## src/rtl/prio_if_pkg.sv

```systemverilog
// Shared constants, types and write-value helpers for the priority CPU interface.
// Assumes 8-bit priorities where a smaller value is more urgent.
package prio_if_pkg;
    localparam int PRIO_W = 8;
    localparam int ID_W   = 10;
    localparam logic [ID_W-1:0]   SPURIOUS_ID = 10'd1023;
    localparam logic [PRIO_W-1:0] PRIO_IDLE   = 8'hFF;

    typedef logic [PRIO_W-1:0] prio_t;

    // Non-secure writes land in the less urgent half: 128 + (v >> 1)
    function automatic prio_t ns_compress(prio_t v);
        return {1'b1, v[PRIO_W-1:1]};
    endfunction

    // Clear the low bits that an implementation with fewer levels does not hold
    function automatic prio_t keep_levels(prio_t v, int unsigned bits);
        prio_t keep;
        keep = prio_t'(8'hFF << (PRIO_W - bits));
        return v & keep;
    endfunction
endpackage

```

## src/rtl/prio_regs.sv

```systemverilog
// Mask and per-source priority registers with security-dependent write compression.
// Assumes select 0 is the mask and select k is source k-1; unused selects ignore writes and read 0.
module prio_regs
    import prio_if_pkg::*;
#(
    parameter int NUM_SRC   = 4,
    parameter int SEL_W     = 3,
    parameter int PRIO_BITS = 8
) (
    input  logic                          clk,
    input  logic                          rst_n,
    input  logic                          wr_en,
    input  logic                          wr_secure,
    input  logic [SEL_W-1:0]              wr_sel,
    input  logic [PRIO_W-1:0]             wr_data,
    input  logic [SEL_W-1:0]              rd_sel,
    output logic [PRIO_W-1:0]             rd_data,
    output logic [PRIO_W-1:0]             mask_o,
    output logic [NUM_SRC-1:0][PRIO_W-1:0] prio_o
);
    prio_t wr_val;

    // Form the value to store from the write attribute and the implemented levels
    always_comb begin
        wr_val = keep_levels(wr_secure ? wr_data : ns_compress(wr_data), PRIO_BITS);
    end

    // Priority mask register, fully masked after reset
    always_ff @(posedge clk) begin
        if (!rst_n)                           mask_o <= '0;
        else if (wr_en && wr_sel == '0)       mask_o <= wr_val;
    end

    for (genvar i = 0; i < NUM_SRC; i++) begin : g_prio
        // One priority register per source, least urgent after reset
        always_ff @(posedge clk) begin
            if (!rst_n)                                    prio_o[i] <= PRIO_IDLE;
            else if (wr_en && wr_sel == SEL_W'(i + 1))     prio_o[i] <= wr_val;
        end
    end

    // Readback multiplexer
    always_comb begin
        rd_data = '0;
        if (rd_sel == '0) rd_data = mask_o;
        for (int i = 0; i < NUM_SRC; i++) begin
            if (rd_sel == SEL_W'(i + 1)) rd_data = prio_o[i];
        end
    end
endmodule

```

## src/rtl/prio_select.sv

```systemverilog
// Picks the most urgent eligible source and computes the wake request.
// Assumes ties resolve to the lowest index; a stall input blocks every selection.
module prio_select
    import prio_if_pkg::*;
#(
    parameter int NUM_SRC = 4,
    parameter int IDX_W   = 2
) (
    input  logic [NUM_SRC-1:0]             pend,
    input  logic [NUM_SRC-1:0]             active,
    input  logic [NUM_SRC-1:0][PRIO_W-1:0] prio,
    input  logic [PRIO_W-1:0]              mask,
    input  logic [PRIO_W-1:0]              run_prio,
    input  logic                           stall,
    output logic                           hit,
    output logic [IDX_W-1:0]               best_idx,
    output logic [PRIO_W-1:0]              best_prio,
    output logic                           wake
);
    logic [NUM_SRC-1:0] below_mask;

    // Sources that are waiting and pass the programmable mask
    always_comb begin
        for (int i = 0; i < NUM_SRC; i++) begin
            below_mask[i] = pend[i] && !active[i] && (prio[i] < mask);
        end
    end

    // Linear scan for the smallest priority; strict compare keeps the lowest index on ties
    always_comb begin
        hit       = 1'b0;
        best_idx  = '0;
        best_prio = PRIO_IDLE;
        for (int i = 0; i < NUM_SRC; i++) begin
            if (below_mask[i] && (prio[i] < run_prio) && (!hit || prio[i] < best_prio)) begin
                hit       = 1'b1;
                best_idx  = IDX_W'(i);
                best_prio = prio[i];
            end
        end
        if (stall) hit = 1'b0;
    end

    // Wake ignores the running priority and the stall
    always_comb begin
        wake = |below_mask;
    end
endmodule

```

## src/rtl/prio_run_stack.sv

```systemverilog
// Running priority register with a stack of the values it held before each acknowledge.
// Assumes pop has precedence over push; a pop on an empty stack does nothing.
module prio_run_stack
    import prio_if_pkg::*;
#(
    parameter int DEPTH = 2
) (
    input  logic              clk,
    input  logic              rst_n,
    input  logic              push,
    input  logic [PRIO_W-1:0] push_prio,
    input  logic              pop,
    output logic [PRIO_W-1:0] run_prio,
    output logic              full
);
    localparam int CNT_W = $clog2(DEPTH + 1);

    logic [CNT_W-1:0]  cnt;
    prio_t             stk [DEPTH];
    prio_t             top;

    // Entry under the current running priority
    always_comb begin
        top = PRIO_IDLE;
        for (int k = 0; k < DEPTH; k++) begin
            if (cnt == CNT_W'(k + 1)) top = stk[k];
        end
    end

    assign full = (cnt == CNT_W'(DEPTH));

    // Push on acknowledge, pop on end-of-interrupt
    always_ff @(posedge clk) begin
        if (!rst_n) begin
            run_prio <= PRIO_IDLE;
            cnt      <= '0;
            for (int k = 0; k < DEPTH; k++) stk[k] <= PRIO_IDLE;
        end else if (pop) begin
            if (cnt != '0) begin
                run_prio <= top;
                cnt      <= cnt - 1'b1;
            end
        end else if (push && !full) begin
            for (int k = 0; k < DEPTH; k++) begin
                if (cnt == CNT_W'(k)) stk[k] <= run_prio;
            end
            run_prio <= push_prio;
            cnt      <= cnt + 1'b1;
        end
    end
endmodule

```

## src/rtl/prio_cpu_if.sv

```systemverilog
// Single-core interrupt interface: priority mask, running-priority gate, IRQ/FIQ routing.
// Assumes source i has ID ID_BASE+i, that 1023 stays outside that range, and NUM_SRC >= 2.
module prio_cpu_if
    import prio_if_pkg::*;
#(
    parameter int NUM_SRC     = 4,
    parameter int STACK_DEPTH = 2,
    parameter int ID_BASE     = 32,
    parameter int PRIO_BITS   = 8,
    localparam int SEL_W      = $clog2(NUM_SRC + 1),
    localparam int IDX_W      = $clog2(NUM_SRC)
) (
    input  logic               clk,
    input  logic               rst_n,
    input  logic [NUM_SRC-1:0] src_pend,
    input  logic [NUM_SRC-1:0] src_grp,
    input  logic [NUM_SRC-1:0] src_sec,
    input  logic               cur_secure,
    input  logic               wr_en,
    input  logic               wr_secure,
    input  logic [SEL_W-1:0]   wr_sel,
    input  logic [7:0]         wr_data,
    input  logic [SEL_W-1:0]   rd_sel,
    output logic [7:0]         rd_data,
    input  logic               ack,
    output logic [9:0]         ack_id,
    input  logic               eoi,
    input  logic [9:0]         eoi_id,
    output logic [7:0]         run_prio,
    output logic               irq,
    output logic               fiq,
    output logic               wake
);
    logic [PRIO_W-1:0]              mask;
    logic [NUM_SRC-1:0][PRIO_W-1:0] prio;
    logic [NUM_SRC-1:0]             active;
    logic                           hit, full, take, to_irq;
    logic [IDX_W-1:0]               best_idx;
    logic [PRIO_W-1:0]              best_prio;

    prio_regs #(.NUM_SRC(NUM_SRC), .SEL_W(SEL_W), .PRIO_BITS(PRIO_BITS)) i_regs (
        .clk(clk), .rst_n(rst_n), .wr_en(wr_en), .wr_secure(wr_secure),
        .wr_sel(wr_sel), .wr_data(wr_data), .rd_sel(rd_sel), .rd_data(rd_data),
        .mask_o(mask), .prio_o(prio)
    );

    prio_select #(.NUM_SRC(NUM_SRC), .IDX_W(IDX_W)) i_sel (
        .pend(src_pend), .active(active), .prio(prio), .mask(mask),
        .run_prio(run_prio), .stall(full), .hit(hit), .best_idx(best_idx),
        .best_prio(best_prio), .wake(wake)
    );

    prio_run_stack #(.DEPTH(STACK_DEPTH)) i_stack (
        .clk(clk), .rst_n(rst_n), .push(take), .push_prio(best_prio),
        .pop(eoi), .run_prio(run_prio), .full(full)
    );

    // An acknowledge only takes effect with a winner and no competing end-of-interrupt
    assign take = ack && hit && !eoi;

    // Route the winner: own-state group 1 to IRQ, everything else to FIQ
    always_comb begin
        to_irq = src_grp[best_idx] && (src_sec[best_idx] == cur_secure);
        irq    = hit && to_irq;
        fiq    = hit && !to_irq;
        ack_id = hit ? (ID_W'(ID_BASE) + ID_W'(best_idx)) : SPURIOUS_ID;
    end

    for (genvar i = 0; i < NUM_SRC; i++) begin : g_act
        // Active flag: set by the acknowledge that selects it, cleared by its end-of-interrupt
        always_ff @(posedge clk) begin
            if (!rst_n)                                        active[i] <= 1'b0;
            else if (eoi && eoi_id == ID_W'(ID_BASE + i))      active[i] <= 1'b0;
            else if (take && best_idx == IDX_W'(i))            active[i] <= 1'b1;
        end
    end
endmodule

```

## config.mk

```make
export PLATFORM = sky130hd
export DESIGN_NAME = prio_cpu_if
export DESIGN_NICKNAME = d
export VERILOG_FILES = /design/src/rtl/prio_if_pkg.sv /design/src/rtl/prio_regs.sv /design/src/rtl/prio_select.sv /design/src/rtl/prio_run_stack.sv /design/src/rtl/prio_cpu_if.sv
export SDC_FILE = /design/constraint.sdc
export NUM_CORES = 1
export LEC_CHECK = 0
export ABC_AREA = 1
export BUFFER_PORTS_ARGS = -buffer_cell sky130_fd_sc_hd__buf_2
export CAP_MARGIN = 10
export CORE_ASPECT_RATIO = 1.5
export CORE_MARGIN = 2
export CORE_UTILIZATION = 45
export DETAILED_ROUTE_END_ITERATION = 8
export PLACE_DENSITY_LB_ADDON = 0.05
export SLEW_MARGIN = 20
export SYNTH_ARGS = -nofsm -noshare
export SYNTH_HDL_FRONTEND = slang
export SYNTH_SLANG_ARGS = --single-unit
```

## constraint.sdc

```tcl
create_clock -name clk -period 16.6 [get_ports clk]
set_input_delay 3.32 -clock clk [delete_from_list [all_inputs] [get_ports clk]]
set_output_delay 3.32 -clock clk [all_outputs]
set_load 0.03 [all_outputs]
```

==> impl_metrics.yaml <==
status:
  status: "complete, no violations"
timing:
  finalClockSkew_ps: 9.31
  finalSetupViolations: 0
  maxSlewViolCount: 0
  rsz0062_at_grt: "no"
  fin_crit_sh_pct: 73.7
  fin_crit_ps: 12240
  tns_ps: 0
  finalHoldViolCount: 0
  timing.final.ws_setup_ps: 4360
  tightest_slew_ps: 1080
  fin_hold_ws_ps: 465
  slew_headroom_pct: 27.7
  fmax_ghz: 0.0817
critical_path:
  crit_family: "simple AND/OR/NAND/NOR gates"
  r2r_start: "i_stack.run_prio[7]$_SDFFE_PN1P_"
  cp.required_ps: 13280
  path_class: "input port to output port"
  crit_fanout: 27
  cp-start-kind: "input port"
  cp_num_buf_inv: 4
  crit_path_max_incr_delay_ps: 390
  timing.rr.end: "i_stack.run_prio[2]$_SDFFE_PN1P_"
  setup.worst_path.end_class: "output port"
  reg2reg_slack_ps: 10290
  crit_arrival_ps: 8920
  critPathLaunch: "src_pend[0]"
  cp_slowest_cell: "o21ai_0"
  ff2ff_path_depth: 36
pwr:
  switching_share_pct: 42.3
  combPwrFrac_pct: 43.5
  p_switching_mw: 0.296
  p_int_mw: 0.404
  seq_power_share_pct: 28.8
  leakage_nw: 2.88
  irDropWorstVdd_uv: 54.4
  pwr-share-clk_pct: 27.7
  power.density_nw_per_um2: 116
  total_power_mw: 0.700
synthesis:
  netlist_area_um2: 5300
  ys_ff_latch: 70
  synth_area_leader_cell: "dfxtp_1"
  netlist_instances: 742
  syn_avg_cell_area_um2: 7.14
  ys_types: 37
  ys_warn_count: 0
  synthTopCellsByArea: "dfxtp_1 20%, ha_1 19%, nand2_1 13%"
  synth_seq_area_share_pct: 29.5
  synth_nets: 864
  synth_top_cell_area_share_pct: 20.4
detailed_routing:
  wl_per_cell_um: 16.9
  vias_per_cell: 5.48
  drc: 0
  dr.pass1.iters: 5
  antenna_left: 0
  routed_wl_um: 16100
  dr.first_iter.drc_count: 269
  dr_total_vias: 5246
floorplanning:
  core_um2: 11500
  initial_core_util_pct: 46.0
  die_h_um: 137
  die_w_um: 92.6
  io_pins: 72
  num_rows: 48
  die_area_um2: 12700
flow_run:
  max_cap_violations: 0
clocking:
  cts_buffer_depth: 2
  holdBufCountCts: 0
  clk_pin_slew_ps: 60
  cts_tree: "yes"
  numClockSinks: 70
  cts-buffers-inserted: 9
  cts_setup_buffers: 0
  cts_root_buffer: "clkbuf_16"
  ctsResizeCount: 0
  clk-insertion-delay-late_ps: 330
  h-tree-depth: 3
final_layout:
  fill_cells: 1200
  nets: 924
  drive_gt1_share_pct: 13.1
  area_delta_synth_final_pct: 13.9
  antennaDiodeCount: 0
  design_area_um2: 6040
placed_design:
  gp_congestion: 0.887
  place_area_um2: 5740
  port_buffers: 70
  dp_hpwl_um: 12700
  pre_cts_slack_ps: 4410
min_path:
  hold_path.startpoint: "active[2]$_SDFFE_PP0P_"
  hp-class: "flop to flop"
  hold_end: "active[2]$_SDFFE_PP0P_"
  hold_path_depth: 2
grt:
  antenna_found_initial: 0
  overflow: 0
  grt_use_total_pct: 26.2
  grt_max_degree: 45
  grt_pass1_vias: 4993
  grt_first_pass_wirelength_um: 25500
[registers in the layout (all words and copies together), names as in the netlist]
signal and count:
i_stack.cnt 2, i_regs.prio_o 32, i_stack.run_prio 8, i_regs.mask_o 8, i_stack.stk 16, active 4
[through the flow]
stage                     utilization [%]  cells
after floorplan                         -    742
after global placement               49.8    941
after detailed placement             49.8    941
after CTS                            52.4    957
after global routing                 52.4    957
final                                52.4    957
[kinds of logic (layout without fill, tap and decap cells)]
kind of cell | count (synthesis) | after routing | synth area share, %
and+or+nand+nor | 298 | 298 | 24.1
AOI/OAI and AO/OA | 186 | 186 | 19.4
buffers and inverters | 108 | 173 | 8.35
adders and majority gates | 79 | 79 | 18.6
DFF | 70 | 70 | 29.5
other | 1 | 1 | 0.0707
[tightest hold or removal path, stage by stage (launching register included)]
cell	delay (ps)
dfxtp_1	300
inv_1	60
a21oi_1	60
[final cells by class]
type	instances	area (µm²)	share of cell area, %
clock buffers	11	264	4.37
flip-flops and latches	70	1560	25.8
inverters	83	312	5.16
multi-input cells	564	3300	54.6
repair buffers	74	380	6.30
well taps	150	188	3.11
clock inverters	5	38.8	0.642
[synthesized netlist by cell type (all sizes together)]
cell type  instances
edfxtp            16
a21oi             72
clkbuf            14
ha                79
a31oi              1
nor4               1
o22ai              8
nand4              8
clkinv             1
a21o               5
nor2              41
and3               1
nand3b             2
a2111oi            1
or2                3
nand2            183
o21a               1
conb               1
a21boi             6
nor3              10
a211oi             5
inv               82
o211ai            14
nand3             49
o221a              1
buf               11
o21ai             72
dfxtp             54
[worst max-delay path by stage]
stage | to | slack [ps] | cells after the start
after global routing | fiq | 3680 | 40
after floorplan | fiq | 5230 | 43
after global placement | fiq | 4650 | 40
final | fiq | 4360 | 40
after CTS | fiq | 4400 | 40
after detailed placement | fiq | 4410 | 40
[power by group through the flow]
stage / clock network [mW] / registers (mW) / logic, mW
4_1_cts: 0.197 / 0.202 / 0.307
6_report: 0.194 / 0.202 / 0.305
3_5_place_dp: 0 / 0.205 / 0.306
3_3_place_gp: 0 / 0.205 / 0.299
5_1_grt: 0.203 / 0.204 / 0.347
2_1_floorplan: 0 / 0.218 / 0.215
[routing by layer]
metal | part of all wire, % | track usage [%]
met3 | 4.2 | 3.69
met5 | 0 | 0
met4 | 2.9 | 8.91
met1 | 39 | 29.9
met2 | 54 | 49.4
[layout by cell type, fill, tap and decap left out, drive strengths merged, types with 2 or more instances in the layout]
| cell type | n |
|---|---|
| o21ai | 72 |
| nor2 | 41 |
| buf | 74 |
| clkinv | 3 |
| a21oi | 72 |
| nor3 | 10 |
| a211oi | 5 |
| o22ai | 8 |
| a21o | 5 |
| nand4 | 8 |
| ha | 79 |
| or2 | 3 |
| inv | 84 |
| o211ai | 14 |
| nand2 | 183 |
| nand3b | 2 |
| nand3 | 49 |
| edfxtp | 16 |
| a21boi | 6 |
| dfxtp | 54 |
| clkbuf | 11 |
No activity file was read; power rests on OpenSTA's default activity.
